### src/rtl/dhd_pkg.sv
// Package: shared widths, target codes and configuration record of the
// DRAM hole remapping decoder. Assumes a byte address split into a
// granule index (above GRAN_LSB) and a 4 GB boundary at HOLE_HI.
package dhd_pkg;
    parameter int ADDR_W   = 40;
    parameter int GRAN_LSB = 24;
    parameter int HOLE_HI  = 32;
    parameter int SEL_W    = 3;

    localparam int GRAN_W = ADDR_W - GRAN_LSB;   // width of base/limit
    localparam int HOLE_W = HOLE_HI - GRAN_LSB;  // width of hole fields
    localparam int HIGH_W = ADDR_W - HOLE_HI;    // bits above 4 GB

    typedef enum logic [1:0] {
        TGT_NONE = 2'd0,
        TGT_DRAM = 2'd1,
        TGT_MMIO = 2'd2
    } target_e;

    typedef enum logic [SEL_W-1:0] {
        SEL_BASE  = 3'd0,
        SEL_LIMIT = 3'd1,
        SEL_HBASE = 3'd2,
        SEL_HOFF  = 3'd3,
        SEL_HEN   = 3'd4
    } cfg_sel_e;

    typedef struct packed {
        logic [GRAN_W-1:0] base;
        logic [GRAN_W-1:0] limit;
        logic [HOLE_W-1:0] hole_base;
        logic [HOLE_W-1:0] hole_off;
        logic              hole_en;
    } node_cfg_t;

    // Widen a granule count to a byte address.
    function automatic logic [ADDR_W-1:0] gran_to_addr(input logic [GRAN_W-1:0] g);
        return {g, {GRAN_LSB{1'b0}}};
    endfunction
endpackage

### src/rtl/dhd_cfg_regs.sv
// Configuration store: holds base, limit, hole base, hole offset and
// hole enable. Assumes one field written per cycle; unknown selects
// are dropped. Synchronous active-low reset clears every field.
module dhd_cfg_regs
    import dhd_pkg::*;
(
    input  logic              clk,
    input  logic              rst_n,
    input  logic              we,
    input  logic [SEL_W-1:0]  sel,
    input  logic [GRAN_W-1:0] wdata,
    output node_cfg_t         cfg
);
    node_cfg_t cfg_q;
    node_cfg_t cfg_d;

    // Next-state for the field picked by the select.
    always_comb begin
        cfg_d = cfg_q;
        if (we) begin
            case (sel)
                SEL_BASE:  cfg_d.base      = wdata;
                SEL_LIMIT: cfg_d.limit     = wdata;
                SEL_HBASE: cfg_d.hole_base = wdata[HOLE_W-1:0];
                SEL_HOFF:  cfg_d.hole_off  = wdata[HOLE_W-1:0];
                SEL_HEN:   cfg_d.hole_en   = wdata[0];
                default:   cfg_d = cfg_q;
            endcase
        end
    end

    // Field storage with synchronous clear.
    always_ff @(posedge clk) begin
        if (!rst_n) cfg_q <= '0;
        else        cfg_q <= cfg_d;
    end

    assign cfg = cfg_q;
endmodule

### src/rtl/dhd_window.sv
// Window classifier: tells whether an address lies inside the node's
// granule range, inside the I/O hole below 4 GB, and above 4 GB.
// Purely combinational; assumes limit is inclusive.
module dhd_window
    import dhd_pkg::*;
(
    input  logic [ADDR_W-1:0] addr,
    input  node_cfg_t         cfg,
    output logic              in_range,
    output logic              in_hole,
    output logic              above_4g
);
    logic [GRAN_W-1:0] gran;
    logic [HOLE_W-1:0] low_gran;
    logic [HIGH_W-1:0] high_bits;

    // Split the address into its granule, low-granule and high parts.
    always_comb begin
        gran      = addr[ADDR_W-1:GRAN_LSB];
        low_gran  = addr[HOLE_HI-1:GRAN_LSB];
        high_bits = addr[ADDR_W-1:HOLE_HI];
    end

    // Range and hole tests.
    always_comb begin
        above_4g = |high_bits;
        in_range = (gran >= cfg.base) && (gran <= cfg.limit);
        in_hole  = cfg.hole_en && !above_4g && (low_gran >= cfg.hole_base);
    end
endmodule

### src/rtl/dhd_translate.sv
// Translator: picks the target code and forms the DRAM-relative address.
// HOIST_EN = 0 builds a variant without the offset path. Assumes a hole
// address is never DRAM; non-DRAM results carry a zero address.
module dhd_translate
    import dhd_pkg::*;
#(
    parameter bit HOIST_EN = 1'b1
) (
    input  logic [ADDR_W-1:0] addr,
    input  node_cfg_t         cfg,
    input  logic              in_range,
    input  logic              in_hole,
    input  logic              above_4g,
    output target_e           target,
    output logic [ADDR_W-1:0] dram_addr
);
    logic [ADDR_W-1:0] base_bytes;
    logic [ADDR_W-1:0] sub_amount;
    logic              use_offset;

    assign base_bytes = gran_to_addr(cfg.base);

    generate
        if (HOIST_EN) begin : g_hoist
            logic [ADDR_W-1:0] off_bytes;
            // Offset granule widened to a byte amount below 4 GB.
            always_comb begin
                off_bytes  = {{HIGH_W{1'b0}}, cfg.hole_off, {GRAN_LSB{1'b0}}};
                use_offset = cfg.hole_en && above_4g;
                sub_amount = use_offset ? off_bytes : base_bytes;
            end
        end else begin : g_plain
            // No relocation: always relative to the base.
            always_comb begin
                use_offset = 1'b0;
                sub_amount = base_bytes;
            end
        end
    endgenerate

    // Target priority: hole first, then the DRAM range, else nothing.
    always_comb begin
        if (in_hole) begin
            target    = TGT_MMIO;
            dram_addr = '0;
        end else if (in_range) begin
            target    = TGT_DRAM;
            dram_addr = addr - sub_amount;
        end else begin
            target    = TGT_NONE;
            dram_addr = '0;
        end
    end
endmodule

### src/rtl/dram_hole_decoder.sv
// Top: configuration store, window classifier and translator, with the
// decision registered one cycle after a valid request. Outputs hold
// their last result while no request arrives. Assumes configuration
// is consistent (limit widened by the hole when hoisting is on).
module dram_hole_decoder
    import dhd_pkg::*;
(
    input  logic              clk,
    input  logic              rst_n,
    input  logic              cfg_we,
    input  logic [2:0]        cfg_sel,
    input  logic [15:0]       cfg_wdata,
    input  logic              req_valid,
    input  logic [39:0]       req_addr,
    output logic              rsp_valid,
    output logic [1:0]        rsp_target,
    output logic [39:0]       rsp_dram_addr
);
    node_cfg_t         cfg_q;
    logic              win_range;
    logic              win_hole;
    logic              win_high;
    target_e           dec_target;
    logic [ADDR_W-1:0] dec_addr;

    dhd_cfg_regs u_cfg (
        .clk   (clk),
        .rst_n (rst_n),
        .we    (cfg_we),
        .sel   (cfg_sel),
        .wdata (cfg_wdata),
        .cfg   (cfg_q)
    );

    dhd_window u_win (
        .addr     (req_addr),
        .cfg      (cfg_q),
        .in_range (win_range),
        .in_hole  (win_hole),
        .above_4g (win_high)
    );

    dhd_translate #(.HOIST_EN(1'b1)) u_xlat (
        .addr      (req_addr),
        .cfg       (cfg_q),
        .in_range  (win_range),
        .in_hole   (win_hole),
        .above_4g  (win_high),
        .target    (dec_target),
        .dram_addr (dec_addr)
    );

    // Valid flag: one pulse per request, one cycle later.
    always_ff @(posedge clk) begin
        if (!rst_n) rsp_valid <= 1'b0;
        else        rsp_valid <= req_valid;
    end

    // Decision register: load on request, otherwise hold.
    always_ff @(posedge clk) begin
        if (!rst_n) begin
            rsp_target    <= TGT_NONE;
            rsp_dram_addr <= '0;
        end else if (req_valid) begin
            rsp_target    <= dec_target;
            rsp_dram_addr <= dec_addr;
        end
    end
endmodule

### config.mk
export PLATFORM = sky130hd
export DESIGN_NAME = dram_hole_decoder
export DESIGN_NICKNAME = d
export VERILOG_FILES = /design/src/rtl/dhd_pkg.sv /design/src/rtl/dhd_cfg_regs.sv /design/src/rtl/dhd_window.sv /design/src/rtl/dhd_translate.sv /design/src/rtl/dram_hole_decoder.sv
export SDC_FILE = /design/constraint.sdc
export NUM_CORES = 1
export LEC_CHECK = 0
export BUFFER_PORTS_ARGS = -buffer_cell sky130_fd_sc_hd__clkbuf_2
export CELL_PAD_IN_SITES_DETAIL_PLACEMENT = 0
export CELL_PAD_IN_SITES_GLOBAL_PLACEMENT = 1
export CORE_ASPECT_RATIO = 0.6
export CORE_MARGIN = 1.5
export CORE_UTILIZATION = 41
export CTS_CLUSTER_DIAMETER = 80
export CTS_CLUSTER_SIZE = 8
export DETAILED_ROUTE_END_ITERATION = 7
export PLACE_DENSITY = 0.76
export SKIP_CTS_REPAIR_TIMING = 1
export SLEW_MARGIN = 20
export SYNTH_ARGS = -nofsm -noshare
export SYNTH_HDL_FRONTEND = slang
export SYNTH_SLANG_ARGS = --single-unit
### constraint.sdc
create_clock -name clk -period 4 [get_ports clk]
set_input_delay 0.4 -clock clk [delete_from_list [all_inputs] [get_ports clk]]
set_output_delay 0.4 -clock clk [all_outputs]
set_load 0.02 [all_outputs]
======== After elaboration in Yosys (flattened, before gate mapping) ========
Cells that the tools add are included.
word-level totals
  input bits .............................. 63
  register bits ........................... 92
  output and inout bits ................... 43
  logic and storage cells ................. 33
cells by class
  $add $sub $neg .......................... 1
  magnitude comparators ................... 3
  mux-type cells .......................... 5
  reductions and logical operators ........ 12
  eq/ne operators ......................... 4
operators by type and width
  cell                                                             number
  40-bit two-way mux                                               3
  40-bit subtractor                                                1
  16-bit greater-or-equal comparator                               1
  16-bit <= comparator                                             1
  2-bit AND reduction                                              5
  8-bit greater-or-equal comparator                                1
  8-bit OR reduction                                               1
  3-bit by 2-bit == test with 1-bit output, second input constant  2
  1-bit logical AND                                                4
  3-bit by 1-bit == test with 1-bit output, second input constant  1
  3-bit == test, second input constant                             1
  3-bit logical NOT                                                1
  2-bit two-way mux                                                1
  1-bit logical NOT                                                1
  1-bit two-way mux                                                1

======== Depth between registers and ports, before layout ========
  word-level depth ........................ 6
  depth in mapped cells ................... 13
  depth with buffers taken out ............ 13

======== Cells and area by module ========
Synthesis repeated with hierarchy kept, for this count alone.
unflattened totals
  cells, all modules ...................... 622
  area total of the unflattened synthesis .. 5675.4 um^2
by module, submodules not included
  module             area each (um^2)  times used  sequential area each (um^2)  cells an instance
  dhd_cfg_regs       1874.3            1           980.9                        181
  dram_hole_decoder  1656.6            1           860.8                        137
  dhd_translate      1154.9            1           0.0                          166
  dhd_window         989.7             1           0.0                          138

======== Worst setup path after synthesis ========
OpenSTA, ideal clock, no wires.
  kind .................................... input to register
  start point ............................. input req_addr[37]
  end point ............................... register rsp_dram_addr[38]
  path buffers ............................ 1
  library setup time ...................... 117 ps
  required time ........................... 3883 ps
  slack ................................... 444 ps
  stages on the path ...................... 12
  data arrival time ....................... 3440 ps
  cell sequence ........................... or4_1 o21ai_2 clkbuf_1 mux2i_1 ha_1 or2_2 a21o_1 a31o_2 a21oi_1 o21ai_0 xor2_1 a22o_1
on the way
  longest elaborated chain between the ends .. 6
  elaborated cells on any way between the ends .. 12
  classes of those cells .................. add/sub (1); order compare (2); mux (3); reduce/logical (6)
RTL lines
  item                    line                     text
  start, declared         dram_hole_decoder.sv:14  input logic [39:0] req_addr,
  8-bit OR reduction      dhd_window.sv:26         above_4g = |high_bits;
  1-bit logical AND       dhd_translate.sv:29      use_offset = cfg.hole_en && above_4g;
  40-bit two-way mux      dhd_translate.sv:30      sub_amount = use_offset ? off_bytes : base_bytes;
  40-bit subtractor       dhd_translate.sv:48      dram_addr = addr - sub_amount;
  40-bit two-way mux      dhd_translate.sv:46      end else if (in_range) begin
  40-bit two-way mux (*)  dhd_translate.sv:43      if (in_hole) begin
  end signal, assigned    dram_hole_decoder.sv:66  rsp_dram_addr <= dec_addr;
  end, declared           dram_hole_decoder.sv:17  output logic [39:0] rsp_dram_addr
Every way passes the cells marked *; elsewhere a longest branch is shown, timed or not.
A chain may end at the register's enable or synchronous reset.

======== Final worst setup path ========
Same ends and word-level chain as after synthesis.

==> metrics.md <==
| Metric | Value |
|---|---|
| Ports | 106 |
| Most frequent cells after synthesis | nand2_1, dfxtp_1, ha_1 |
| Synth top area share | 36.3% |
| Critical path type | in2reg |
| Drt wl/cell | 16.2 microns |
| # clock sinks | 92 |
| Fin. max-slew vios | 0 |
| Filler cell count | 1185 |
| Vias | 4353 |
| # DRC | 0 |
| Crit path buf inv count | 2 |
| Die Y | 89.2 microns |
| Post-synthesis sequential area ratio | 36.3% |
| Setup-failing EPs final | 0 |
| Die X | 147 microns |
| CP Max Fanout | 7 |
| Warnings, synthesis | 0 |
| Most common cell in the netlist | nand2_1 |
| Total gr overflow | 0 |
| Routability congestion estimate | 0.839 |
| Power per Cell Area | 356 nW/um^2 |
| Core ar. | 12100 sq um |
| Tmin final | 3.36 ns |
| Worst-case clock buffer depth | 2 |
| Max-cap check violation count | 0 |
| Crit-path cells | clkbuf_2 > or4_1 > o21ai_2 > buf_4 > mux2i_1 > fa_1 > a21oi_1 > o2111ai_1 > a31o_2 > a21oi_1 > o21ai_0 > xor2_1 > a22o_1 |
| Worst path max stage delay | 0.57 ns |
| F_max | 298 MHz |
| Final Hold Violating Endpoints | 0 |
| Clk slew on worst S/H paths | 0.07 ns |
| Starting Density | 42.1% |
| Layout cell share with drive strength beyond 1 | 20.3% |
| CP max stage cell | or4_1 |
| Status | finished clean |
| Max VDD drop | 183 uV |
| Number of global-route vias before repair | 3978 |
| Worst setup SP type | input pin |
| GRT Total Usage | 21.5% |
| Worst hold path type | in2reg |
| TritonCTS Buffers | 9 |
| Setup TNS | 0 ns |
| Final cycle utilization of the critical path | 84.0% |
| Leakage power | 2.56 nW |
| Synth Flop Type | dfxtp_1 |
| Least-Margin Pin Slew | 0.875 ns |
| Synthesized flop and latch total | 92 |
| Worst Path Required | 4.24 ns |
| Wire length after detailed routing | 13.7 mm |
| Area leader, netlist | dfxtp_1 |
| Cell variety after synth | 54 |
| Post-synth ARST share | 0% |
| Routed vias/inst | 5.15 |
| Die Footprint | 13100 sq um |
| Cells after Synth | 580 |
| Global-route wire length before repair | 21.3 mm |
| WP data arrival | 3.60 ns |
| Largest net degree at the start of global routing | 54 |
| Input/output buffers | 105 |
| Worst Skew | 0.00844 ns |
| CTS tree | yes |
| Final core occ | 49.7% |
| Root Buffer | clkbuf_16 |
| Cells taking the most area after synthesis | dfxtp_1, ha_1, nand2_1 |
| Most common cell type on the critical path | a21oi_1 |
| DR iter-0 viols | 221 |
| CTS H-tree lvls | 3 |
| Syn_nets | 700 |
| Avg Inst Size Synth | 8.76 sq um |
| Diode count | 0 |
| Pwr Total | 2.14 mW |
| Initial antenna violation count | 0 |
| Post-synth EDFFs | 0 |
| Clock Latency Late Sink | 0.35 ns |
| Cell family with most CP delay | compound AO/OA/AOI/OAI gates |
| Final antenna-violating net count | 0 |
| Drt pass-1 iters | 4 |
| Relative slew slack | 41.6% |
| Row count | 31 |
| Layout area overhead | 18.1% |
| Post-synthesis cell area | 5080 sq um |
| Fin nets | 795 |
| CP endpoint kind | flop |
| Detail Placement HPWL | 10.8 mm |
| RSZ-0062 raised after global routing | no |
-- stage by stage --
step,cells,area [sq um],hold WS (ns),worst slack [ns]
2_1_floorplan,580,5080,0.441,0.444
3_3_place_gp,829,5690,0.455,0.403
3_5_place_dp,829,5690,0.462,0.299
4_1_cts,845,6000,0.249,0.672
5_1_grt,845,6000,0.252,0.489
6_report,845,6000,0.264,0.640
-- layer usage --
metal,vias up,track usage [%],share of wire (%)
met5,-,0,0
met4,0,5.14,0.26
met3,2,5.15,9.6
met2,114,28.9,38
met1,2019,33.5,52
li1,2218,-,-
-- area by class of cell --
type | instances | area (sq um) | area share (%)
flip-flops and latches | 92 | 1840 | 30.7
well taps | 165 | 206 | 3.44
repair buffers | 108 | 548 | 9.14
clock buffers | 9 | 225 | 3.75
inverters | 47 | 176 | 2.94
clock inverters | 7 | 78.8 | 1.31
multi-input cells | 417 | 2920 | 48.7
-- state kept, by name, summed over array words and instances, names as in the netlist --
| name | count |
|---|---|
| rsp_target | 2 |
| rsp_valid | 1 |
| rsp_dram_addr | 40 |
| u_cfg.cfg | 49 |
-- logic make-up after synthesis --
| family | count (synthesis) | synth area share [%] |
|---|---|---|
| XOR/XNOR | 12 | 2.07 |
| buffers and inverters | 71 | 6.28 |
| AO/OA/AOI/OAI | 153 | 22.9 |
| AND/OR/NAND/NOR | 185 | 16.4 |
| flip-flops | 92 | 36.3 |
| multiplexers | 10 | 2.00 |
| adder cells (fa/ha/maj) | 57 | 14.2 |
-- path summary, 6_finish.rpt --
path	startpoint	to	slack [ns]	depth (start not counted)
hold reg to reg	u_cfg.cfg[27]	u_cfg.cfg[27]	0.47	2
hold / removal	req_addr[0]	rsp_dram_addr[0]	0.26	2
setup reg to reg	u_cfg.cfg[0]	rsp_dram_addr[38]	0.98	12
setup / recovery	req_addr[37]	rsp_dram_addr[38]	0.64	13
-- power by group --
group / switching, mW / leakage [nW] / internal (mW)
Combinational: 0.184 / 1.66 / 0.133
Clock: 0.418 / 0.148 / 0.445
Sequential: 0.0152 / 0.745 / 0.940
Total: 0.618 / 2.56 / 1.52
-- placed cells by master, fill, tap and decap left out, types with 12 or more instances in the layout --
| master | count |
|---|---|
| inv_1 | 47 |
| nand2_1 | 120 |
| ha_1 | 56 |
| nand3_1 | 12 |
| dfxtp_1 | 92 |
| a22o_1 | 40 |
| a21o_1 | 14 |
| clkbuf_2 | 105 |
| a21oi_1 | 19 |
| a21boi_0 | 49 |
No activity file was read; power rests on OpenSTA's default activity.
